**config.mk**
```make
export PLATFORM = sky130hd
export DESIGN_NAME = mont_mul_csa
export DESIGN_NICKNAME = d
export VERILOG_FILES = /design/src/rtl/mm_pkg.sv /design/src/rtl/mm_csa32.sv /design/src/rtl/mm_csa42.sv /design/src/rtl/mm_final.sv /design/src/rtl/mont_mul_csa.sv
export SDC_FILE = /design/constraint.sdc
export NUM_CORES = 1
export LEC_CHECK = 0
export BUFFER_PORTS_ARGS = -buffer_cell sky130_fd_sc_hd__clkbuf_2
export CORE_MARGIN = 2
export CORE_UTILIZATION = 45
export DETAILED_ROUTE_END_ITERATION = 12
export PLACE_DENSITY = 0.72
export SETUP_SLACK_MARGIN = 0.15
export SYNTH_ARGS = -nofsm -noshare
export SYNTH_HDL_FRONTEND = slang
export SYNTH_SLANG_ARGS = --single-unit
export TNS_END_PERCENT = 50
```
**constraint.sdc**
```tcl
create_clock -name clk -period 3.8 [get_ports clk]
set_input_delay 0.57 -clock clk [delete_from_list [all_inputs] [get_ports clk]]
set_output_delay 0.57 -clock clk [all_outputs]
set_load 0.01 [all_outputs]
```
**src/rtl/mm_pkg.sv**
```systemverilog
package mm_pkg;

    typedef enum logic [1:0] {
        ST_IDLE = 2'd0,
        ST_RUN  = 2'd1,
        ST_FIN  = 2'd2
    } mm_state_e;

    function automatic logic xor3(input logic a, input logic b, input logic c);
        return a ^ b ^ c;
    endfunction

    function automatic logic maj3(input logic a, input logic b, input logic c);
        return (a & b) | (a & c) | (b & c);
    endfunction

endpackage

```
**src/rtl/mm_csa32.sv**
```systemverilog
module mm_csa32 #(
    parameter int W = 8
) (
    input  logic [W-1:0] a,
    input  logic [W-1:0] b,
    input  logic [W-1:0] c,
    output logic [W-1:0] s,
    output logic [W-1:0] co
);
    import mm_pkg::*;

    assign co[0] = 1'b0;

    for (genvar i = 0; i < W; i++) begin : g_sum
        assign s[i] = xor3(a[i], b[i], c[i]);
    end

    for (genvar i = 0; i < W - 1; i++) begin : g_car
        assign co[i+1] = maj3(a[i], b[i], c[i]);
    end

endmodule

```
**src/rtl/mm_csa42.sv**
```systemverilog
module mm_csa42 #(
    parameter int W = 8
) (
    input  logic [W-1:0] u,
    input  logic [W-1:0] v,
    input  logic [W-1:0] w,
    input  logic [W-1:0] y,
    output logic [W-1:0] s,
    output logic [W-1:0] c
);
    logic [W-1:0] s1, c1;

    mm_csa32 #(.W(W)) u_lvl1 (.a(u),  .b(v),  .c(w), .s(s1), .co(c1));
    mm_csa32 #(.W(W)) u_lvl2 (.a(s1), .b(c1), .c(y), .s(s),  .co(c));

endmodule

```
**src/rtl/mm_final.sv**
```systemverilog
module mm_final #(
    parameter int N  = 16,
    parameter int SW = N + 2
) (
    input  logic          clk,
    input  logic          rst,
    input  logic [SW-1:0] sum_v,
    input  logic [SW-1:0] car_v,
    input  logic [N-1:0]  m,
    output logic [N-1:0]  z
);
    logic [SW:0] joined;
    logic [SW:0] m_ext;
    logic [SW:0] diff;
    logic        take_diff;

    assign joined    = {1'b0, sum_v} + {1'b0, car_v};
    assign m_ext     = {{(SW+1-N){1'b0}}, m};
    assign diff      = joined - m_ext;
    assign take_diff = (joined >= m_ext);
    assign z         = take_diff ? diff[N-1:0] : joined[N-1:0];


    fin_fit_chk: assert property (@(posedge clk) disable iff (rst)
        (take_diff ? diff[SW:N] : joined[SW:N]) == '0);

endmodule

```
**src/rtl/mont_mul_csa.sv**
```systemverilog
module mont_mul_csa #(
    parameter int N = 16
) (
    input  logic         clk,
    input  logic         rst,
    input  logic         start,
    input  logic [N-1:0] x_in,
    input  logic [N-1:0] y_in,
    input  logic [N-1:0] m_in,
    output logic         done,
    output logic [N-1:0] z_out
);
    import mm_pkg::*;

    localparam int SW = N + 2;
    localparam int W  = N + 3;
    localparam int CW = (N > 1) ? $clog2(N) : 1;
    localparam logic [CW-1:0] LAST = CW'(N - 1);

    mm_state_e     state;
    logic [CW-1:0] cnt;
    logic [N-1:0]  x_reg, y_reg, m_reg, z_q;
    logic [SW-1:0] sum_q, car_q;
    logic          done_q;

    logic          xb, qb;
    logic [W-1:0]  sum_ext, car_ext, addx, addm, red_s, red_c;
    logic [N-1:0]  fin_z;

    assign xb      = x_reg[0];
    assign qb      = sum_q[0] ^ car_q[0] ^ (xb & y_reg[0]);
    assign sum_ext = {1'b0, sum_q};
    assign car_ext = {1'b0, car_q};
    assign addx    = xb ? {3'b000, y_reg} : '0;
    assign addm    = qb ? {3'b000, m_reg} : '0;

    mm_csa42 #(.W(W)) u_red (
        .u(sum_ext), .v(car_ext), .w(addx), .y(addm),
        .s(red_s),   .c(red_c)
    );

    mm_final #(.N(N), .SW(SW)) u_fin (
        .clk(clk), .rst(rst),
        .sum_v(sum_q), .car_v(car_q), .m(m_reg), .z(fin_z)
    );

    always_ff @(posedge clk) begin
        if (rst) begin
            state  <= ST_IDLE;
            cnt    <= '0;
            x_reg  <= '0;
            y_reg  <= '0;
            m_reg  <= '0;
            sum_q  <= '0;
            car_q  <= '0;
            z_q    <= '0;
            done_q <= 1'b0;
        end else begin
            done_q <= 1'b0;
            unique case (state)
                ST_IDLE: begin
                    if (start) begin
                        x_reg <= x_in;
                        y_reg <= y_in;
                        m_reg <= m_in;
                        sum_q <= '0;
                        car_q <= '0;
                        cnt   <= '0;
                        state <= ST_RUN;
                    end
                end
                ST_RUN: begin
                    sum_q <= red_s[W-1:1];
                    car_q <= red_c[W-1:1];
                    x_reg <= x_reg >> 1;
                    cnt   <= cnt + 1'b1;
                    if (cnt == LAST) state <= ST_FIN;
                end
                ST_FIN: begin
                    z_q    <= fin_z;
                    done_q <= 1'b1;
                    state  <= ST_IDLE;
                end
                default: state <= ST_IDLE;
            endcase
        end
    end

    assign done  = done_q;
    assign z_out = z_q;


    parity_chk: assert property (@(posedge clk) disable iff (rst)
        (state == ST_RUN) |-> (red_s[0] == 1'b0));


    csa_sum_chk: assert property (@(posedge clk) disable iff (rst)
        (state == ST_RUN) |-> (W'(red_s + red_c) == W'(sum_ext + car_ext + addx + addm)));


    bound_chk: assert property (@(posedge clk) disable iff (rst)
        (state == ST_RUN) |-> (({1'b0, sum_q} + {1'b0, car_q}) < {2'b00, m_reg, 1'b0}));


    z_range_chk: assert property (@(posedge clk) disable iff (rst)
        done |-> (z_out < m_reg));


    done_pulse_chk: assert property (@(posedge clk) disable iff (rst)
        done |=> !done);


    busy_hold_chk: assert property (@(posedge clk) disable iff (rst)
        (state != ST_IDLE) |=> ($stable(m_reg) && $stable(y_reg)));

endmodule

```
==> impl_metrics.json, run 1 <==
{
  "antenna_found_initial": 0,
  "setup_viol": 0,
  "p_leak_nw": 3.67,
  "rsz0062_at_grt": "yes",
  "synthFlopType": "dfxtp_1",
  "critPathLaunch": "sum_q[0]",
  "num_io_pins": 68,
  "syn-instance-count": 728,
  "grt.total_usage_pct": 21.7,
  "end_kind": "register",
  "clock_latency_ns": 0.36,
  "clockBufferDepth": 2,
  "max_freq_mhz": 267,
  "die_w_microns": 124,
  "syn_avg_cell_area_sq_um": 8.83,
  "ys_seq_elements": 107,
  "dp_hpwl_mm": 10.9,
  "place_ws_ns": -0.137,
  "async_flop_share_pct": 0,
  "reg.largest.list": "car_q x18, sum_q x18",
  "slew_headroom_pct": 26.9,
  "finalCritPeriodShare_pct": 98.6,
  "die_area_sq_mm": 0.0153,
  "hp-class": "input pin to register",
  "required_ns": 4.02,
  "fin_crit_ns": 3.75,
  "cts_hold_buf": 0,
  "layout.cells.non_filler": 1019,
  "ys.warnings.count": 0,
  "grt_pass1_vias": 5159,
  "cts_tree": "done",
  "holdPathStages": 3,
  "maxCapViolCount": 0,
  "drive_gt1_share_pct": 26.6,
  "placedCellCount": 976,
  "skew_ns": 0.00847,
  "drcViolationCount": 0,
  "synth_nets": 850,
  "run_status": "complete, no violations",
  "final_antenna_net_count": 0,
  "report.final.slew_viol_count": 0,
  "area_delta_synth_final_pct": 24.9,
  "gr-total-overflow": 0,
  "worst_ep_arrival_time_ns": 3.97,
  "vias_per_cell": 5.45,
  "routed_wl_mm": 16.1,
  "grt_pass1_wl_mm": 25.7,
  "antennaDiodeCount": 0,
  "post_dp_cell_area_sq_mm": 0.00719,
  "hold_viol_final": 0,
  "yosysUniqueCellTypes": 55,
  "cts_htree_levels": 3,
  "num-nets-final": 957,
  "vias": 5551,
  "wl_per_cell_microns": 15.8,
  "core_area_sq_mm": 0.0139,
  "initial_core_util_pct": 46.1,
  "synth_edf_count": 0,
  "layout_setup_ws_ns": 0.0540,
  "reg2reg_from": "sum_q[0]",
  "drt-initial-drc-count": 433,
  "fp-row-count": 43,
  "clkTransAtPathRegs_ns": 0.08,
  "dr.pass1.iters": 5,
  "grt_max_degree": 52,
  "powerDensity_mw_per_mm2": 323,
  "ff2ff_path_depth": 19,
  "startpoint_type": "register",
  "final_common_cell": "dfxtp_1",
  "root_buffer": "clkbuf_16",
  "gp_congestion": 0.905,
  "stdcell_area_sq_mm": 0.00803,
  "final_cell_mix": "dfxtp_1, nand2_1, nor2_1, clkbuf_2, buf_4",
  "r2r_end": "z_out[13]",
  "yosysSeqAreaShare_pct": 33.3,
  "worstMarginPinSlew_ns": 1.10,
  "post_synth_instance_area_sq_mm": 0.00643,
  "path_max_fanout": 5,
  "port_buffers": 67,
  "die-height_microns": 124,
  "reg2reg_slack_ns": 0.05,
  "crit_type": "register to register",
  "clock-sinks": 107,
  "timing.critical_path.to": "z_out[13]",
  "cts_made_buffers": 9,
  "peakVddDrop_mv": 0.497
}
[cells in the mapped netlist (all sizes together), types with 7 or more instances]
| cell type | number | share of area (%) |
|---|---|---|
| fa | 34 | 11 |
| and3 | 7 | 0.68 |
| a21o | 11 | 1.3 |
| nand2 | 83 | 4.8 |
| nor4 | 16 | 1.6 |
| a22o | 35 | 4.8 |
| clkbuf | 32 | 1.9 |
| a21oi | 63 | 4.9 |
| and2 | 33 | 3.2 |
| nor2 | 80 | 4.7 |
| xor2 | 7 | 0.95 |
| inv | 26 | 1.5 |
| a211oi | 18 | 2.2 |
| o21ai | 7 | 0.54 |
| nor2b | 8 | 0.78 |
| nor3 | 10 | 0.78 |
| dfxtp | 107 | 33 |
| mux2i | 12 | 1.9 |
| nand3 | 13 | 1.0 |
| xnor2 | 19 | 2.6 |
| ha | 37 | 7.2 |
[critical path: stages (launching register included)]
cell	delay [ns]
dfxtp_2	0.34
ha_4	0.16
buf_4	0.13
a21oi_4	0.16
o2111ai_4	0.14
buf_4	0.17
a21o_1	0.16
a21oi_1	0.20
xnor2_1	0.18
ha_1	0.33
a21o_1	0.22
a21oi_2	0.21
o21ai_2	0.10
a21oi_2	0.16
a221oi_2	0.09
nor3b_2	0.22
buf_4	0.19
buf_4	0.13
mux2i_4	0.24
a211oi_2	0.09
[metal layers]
layer,wire (microns),GRT usage (%),up-vias
li1,-,-,2777
met1,7630,30.5,2575
met2,7240,33.3,172
met3,838,5.07,27
met4,366,6.25,0
met5,0,0,-
[per-stage QoR]
| stage | setup TNS, ns | utilization [%] | hold WS, ns | total power, mW |
|---|---|---|---|---|
| floorplan | 0 | - | 0.432 | 1.52 |
| global placement | -0.0170 | 51.6 | 0.440 | 1.62 |
| detailed placement | -0.979 | 51.6 | 0.444 | 1.63 |
| CTS | 0 | 56.5 | 0.421 | 2.58 |
| global route | -0.838 | 57.6 | 0.430 | 2.70 |
| finish | 0 | 57.6 | 0.422 | 2.60 |
[kinds of logic after synthesis]
kind of cell / Yosys count / share of synthesized area, %
muxes: 14 / 2.22
AOI/OAI and AO/OA: 172 / 18.6
and+or+nand+nor: 275 / 20.2
adders and majority gates: 71 / 17.8
DFF: 107 / 33.3
xor gates and xnor gates: 26 / 3.54
buffers and inverters: 63 / 4.30
[worst min path at each step]
| stage | to | startpoint |
|---|---|---|
| 2_1_floorplan | y_reg[0] | y_reg[0] |
| 3_3_place_gp | y_reg[11] | y_reg[11] |
| 3_5_place_dp | y_reg[1] | y_reg[1] |
| 4_1_cts | m_reg[7] | m_in[7] |
| 5_1_grt | y_reg[9] | y_in[9] |
| 6_report | m_reg[7] | m_in[7] |
[power by group]
group,internal [mW],switching (mW),total (mW)
clock network,0.469,0.451,0.920
registers,1.16,0.0335,1.19
logic,0.225,0.258,0.483
total,1.85,0.742,2.60
[what timing repair did]
item / in CTS / in global routing
resized for setup: 43 / 28
pin swaps: 33 / 25
setup endpoints to repair: 15 / 16
setup buffers: 25 / 3
[layout make-up]
type,count,area [sq um]
clock buffers,10,239
clock inverters,5,43.8
fillers,1205,5900
inverters,26,97.6
multi-input cells,558,4420
flip-flops and latches,107,2160
well taps,180,225
repair buffers,133,846
No activity file was read; power rests on OpenSTA's default activity.
==> run 2: changes to the inputs <==
--- a/config.mk
+++ b/config.mk
@@ -5,11 +5,12 @@
 export SDC_FILE = /design/constraint.sdc
 export NUM_CORES = 1
 export LEC_CHECK = 0
+export ABC_AREA = 1
 export BUFFER_PORTS_ARGS = -buffer_cell sky130_fd_sc_hd__clkbuf_2
 export CORE_MARGIN = 2
 export CORE_UTILIZATION = 45
 export DETAILED_ROUTE_END_ITERATION = 12
-export PLACE_DENSITY = 0.72
+export PLACE_DENSITY = 0.7
 export SETUP_SLACK_MARGIN = 0.15
 export SYNTH_ARGS = -nofsm -noshare
 export SYNTH_HDL_FRONTEND = slang
==> constraint.sdc (replaced) <==
create_clock -name clk -period 4.6 [get_ports clk]
set_input_delay 0.69 -clock clk [delete_from_list [all_inputs] [get_ports clk]]
set_output_delay 0.69 -clock clk [all_outputs]
set_load 0.01 [all_outputs]
==> run 2 against run 1 <==
Highest routed layer unchanged. Critical path depth is 1 higher. Cell area is 7.0% lower. Worst hold slack better by 0.025 ns. Cell count is 9.9% higher. Flip-flop and latch count stayed put. Die area is 4.8% higher. Worst setup slack better by 0.84 ns. Clock power is 19% lower.
==> impl_metrics.json, run 2 <==
{
  "run_status": "complete, no violations",
  "fillers": 1439,
  "drt-initial-drc-count": 440,
  "post_cts_resized": 0,
  "gr-total-overflow": 0,
  "clock_latency_ns": 0.36,
  "cts_hold_buf": 0,
  "drcViolationCount": 0,
  "synthMuxAreaShare_pct": 0,
  "clock-sinks": 107,
  "final_antenna_net_count": 0,
  "area_delta_synth_final_pct": 10.8,
  "die-height_microns": 126,
  "hold_viol_final": 0,
  "cts_tree": "done",
  "synth_xor_area_share_pct": 3.51,
  "crit_type": "register to register",
  "required_ns": 4.89,
  "num-nets-final": 1054,
  "yosysSeqAreaShare_pct": 31.8,
  "synth_top_family_by_area": "simple AND/OR/NAND/NOR gates",
  "root_buffer": "clkbuf_16",
  "peakVddDrop_mv": 0.180,
  "post_synth_instance_area_sq_mm": 0.00675,
  "ys.warnings.count": 0,
  "slew_headroom_pct": 57.2,
  "drive_gt1_share_pct": 13.5,
  "num_io_pins": 68,
  "ys_seq_elements": 107,
  "worstMarginPinSlew_ns": 0.642,
  "powerDensity_mw_per_mm2": 280,
  "multiInputGateArea_sq_mm": 0.00395,
  "vias_per_cell": 5.08,
  "rsz0062_at_grt": "no",
  "gp_congestion": 0.930,
  "finalCritPeriodShare_pct": 80.6,
  "cpPeakStageDelay_ns": 0.43,
  "dp_hpwl_mm": 11.6,
  "startpoint_type": "register",
  "final_common_cell": "nand2_1",
  "grt_pass1_wl_mm": 26.3,
  "synth_top_cell_by_area": "dfxtp_1",
  "reg.largest.list": "car_q x18, sum_q x18",
  "cts_setup_buffers": 0,
  "cts_htree_levels": 3,
  "synth_nets": 1007,
  "register_area_sq_mm": 0.00214,
  "antennaDiodeCount": 0,
  "layout_setup_ws_ns": 0.894,
  "synth_area_leaders": "dfxtp_1, fa_1, nand2_1",
  "end_kind": "register",
  "grt_pass1_vias": 5582,
  "synth-compound-area-share_pct": 15.4,
  "max_freq_mhz": 270,
  "setup_viol": 0,
  "setup_tns_ns": 0,
  "yosysUniqueCellTypes": 38,
  "synthFlopType": "dfxtp_1",
  "syn-instance-count": 885,
  "path_cells": "ha_1 > fa_1 > nand3_1 > nand3_2 > nand2_1 > nand2_2 > a21o_1 > xnor2_1 > inv_1 > ha_1 > a21o_1 > nand3_1 > nand2_1 > a21oi_1 > nand2_2 > nand2_4 > nand4_4 > nand2_1 > nand3_1 > a21oi_1",
  "synth.most_common_cell": "nand2_1",
  "p_leak_nw": 3.88,
  "cts_made_buffers": 9,
  "dr.pass1.iters": 10,
  "fin_crit_ns": 3.71,
  "fp-row-count": 44,
  "wl_per_cell_microns": 13.6,
  "vias": 5694,
  "antenna_found_initial": 0,
  "clockBufferDepth": 2,
  "port_buffers": 67,
  "synth-adder-area-share_pct": 17.0,
  "hp-class": "register to register",
  "synth_edf_count": 0,
  "grt.total_usage_pct": 20.0,
  "syn_avg_cell_area_sq_um": 7.62,
  "report.final.slew_viol_count": 0,
  "worst_ep_arrival_time_ns": 3.99,
  "synthSimpleGateAreaFrac_pct": 22.4,
  "synth_top_area_share_pct": 31.8,
  "final_cell_mix": "nand2_1, inv_1, dfxtp_1, nor2_1, a21oi_1",
  "die_w_microns": 126,
  "maxCapViolCount": 0,
  "core_area_sq_mm": 0.0146,
  "crit_slowest_cell": "fa_1",
  "routed_wl_mm": 15.3,
  "initial_core_util_pct": 46.2,
  "yosys-top-cells-count": "nand2_1, inv_1, dfxtp_1",
  "path_max_fanout": 17,
  "clkTransAtPathRegs_ns": 0.07,
  "power.total_mw": 2.09,
  "die_area_sq_mm": 0.0160,
  "place_ws_ns": 0.949,
  "async_flop_share_pct": 0,
  "grt_max_degree": 65,
  "skew_ns": 0.0110
}
[run 2: final cells by class]
| class | count | area share [%] |
|---|---|---|
| multi-input cells | 611 | 52.8 |
| well taps | 184 | 3.08 |
| clock buffers | 12 | 3.43 |
| repair buffers | 74 | 5.19 |
| clock inverters | 3 | 0.301 |
| inverters | 129 | 6.48 |
| flip-flops and latches | 107 | 28.7 |
[run 2: cell families (layout without fill, tap and decap cells)]
| family | count (synthesis) | in the layout |
|---|---|---|
| buffers and inverters | 167 | 218 |
| flip-flops | 107 | 107 |
| adder cells (fa/ha/maj) | 71 | 71 |
| XOR/XNOR | 27 | 27 |
| AND/OR/NAND/NOR | 340 | 340 |
| AO/OA/AOI/OAI | 173 | 173 |
[run 2: critical path: cells and delay by family, from the launching register on]
| family | cells | cell delay, ns |
|---|---|---|
| AO/OA/AOI/OAI | 4 | 0.66 |
| adder cells (fa/ha/maj) | 3 | 1.02 |
| buffers and inverters | 1 | 0.08 |
| XOR/XNOR | 1 | 0.28 |
| flip-flops | 1 | 0.34 |
| AND/OR/NAND/NOR | 11 | 1.23 |
[run 2: worst paths after layout]
| check | start | endpoint | slack [ns] | cells past startpoint |
|---|---|---|---|---|
| worst max-delay path | sum_q[0] | z_out[6] | 0.89 | 20 |
| worst min register to register | x_reg[10] | x_reg[10] | 0.45 | 2 |
| worst min-delay path | x_reg[10] | x_reg[10] | 0.45 | 2 |
| worst max register to register | sum_q[0] | z_out[6] | 0.89 | 20 |
[run 2: where the power goes]
part           switching, mW  internal (mW)
clock                  0.350          0.396
combinational          0.222          0.126
sequential            0.0267          0.968
total                  0.598           1.49
[run 2: stage by stage]
step	instances	area [sq um]	hold slack (ns)	util, %
global route	1120	7470	0.467	51.2
floorplan	885	6750	0.425	-
CTS	1120	7470	0.449	51.2
finish	1120	7470	0.448	51.2
detailed placement	1105	7190	0.437	49.3
global placement	1105	7190	0.433	49.3
[run 2: routing by layer]
| metal | vias up | track usage [%] | part of all wire [%] |
|---|---|---|---|
| met1 | 2584 | 28.9 | 51 |
| met2 | 131 | 31.0 | 43 |
| met5 | - | 0 | 0 |
| li1 | 2964 | - | - |
| met4 | 0 | 5.62 | 1.4 |
| met3 | 15 | 3.37 | 4.1 |
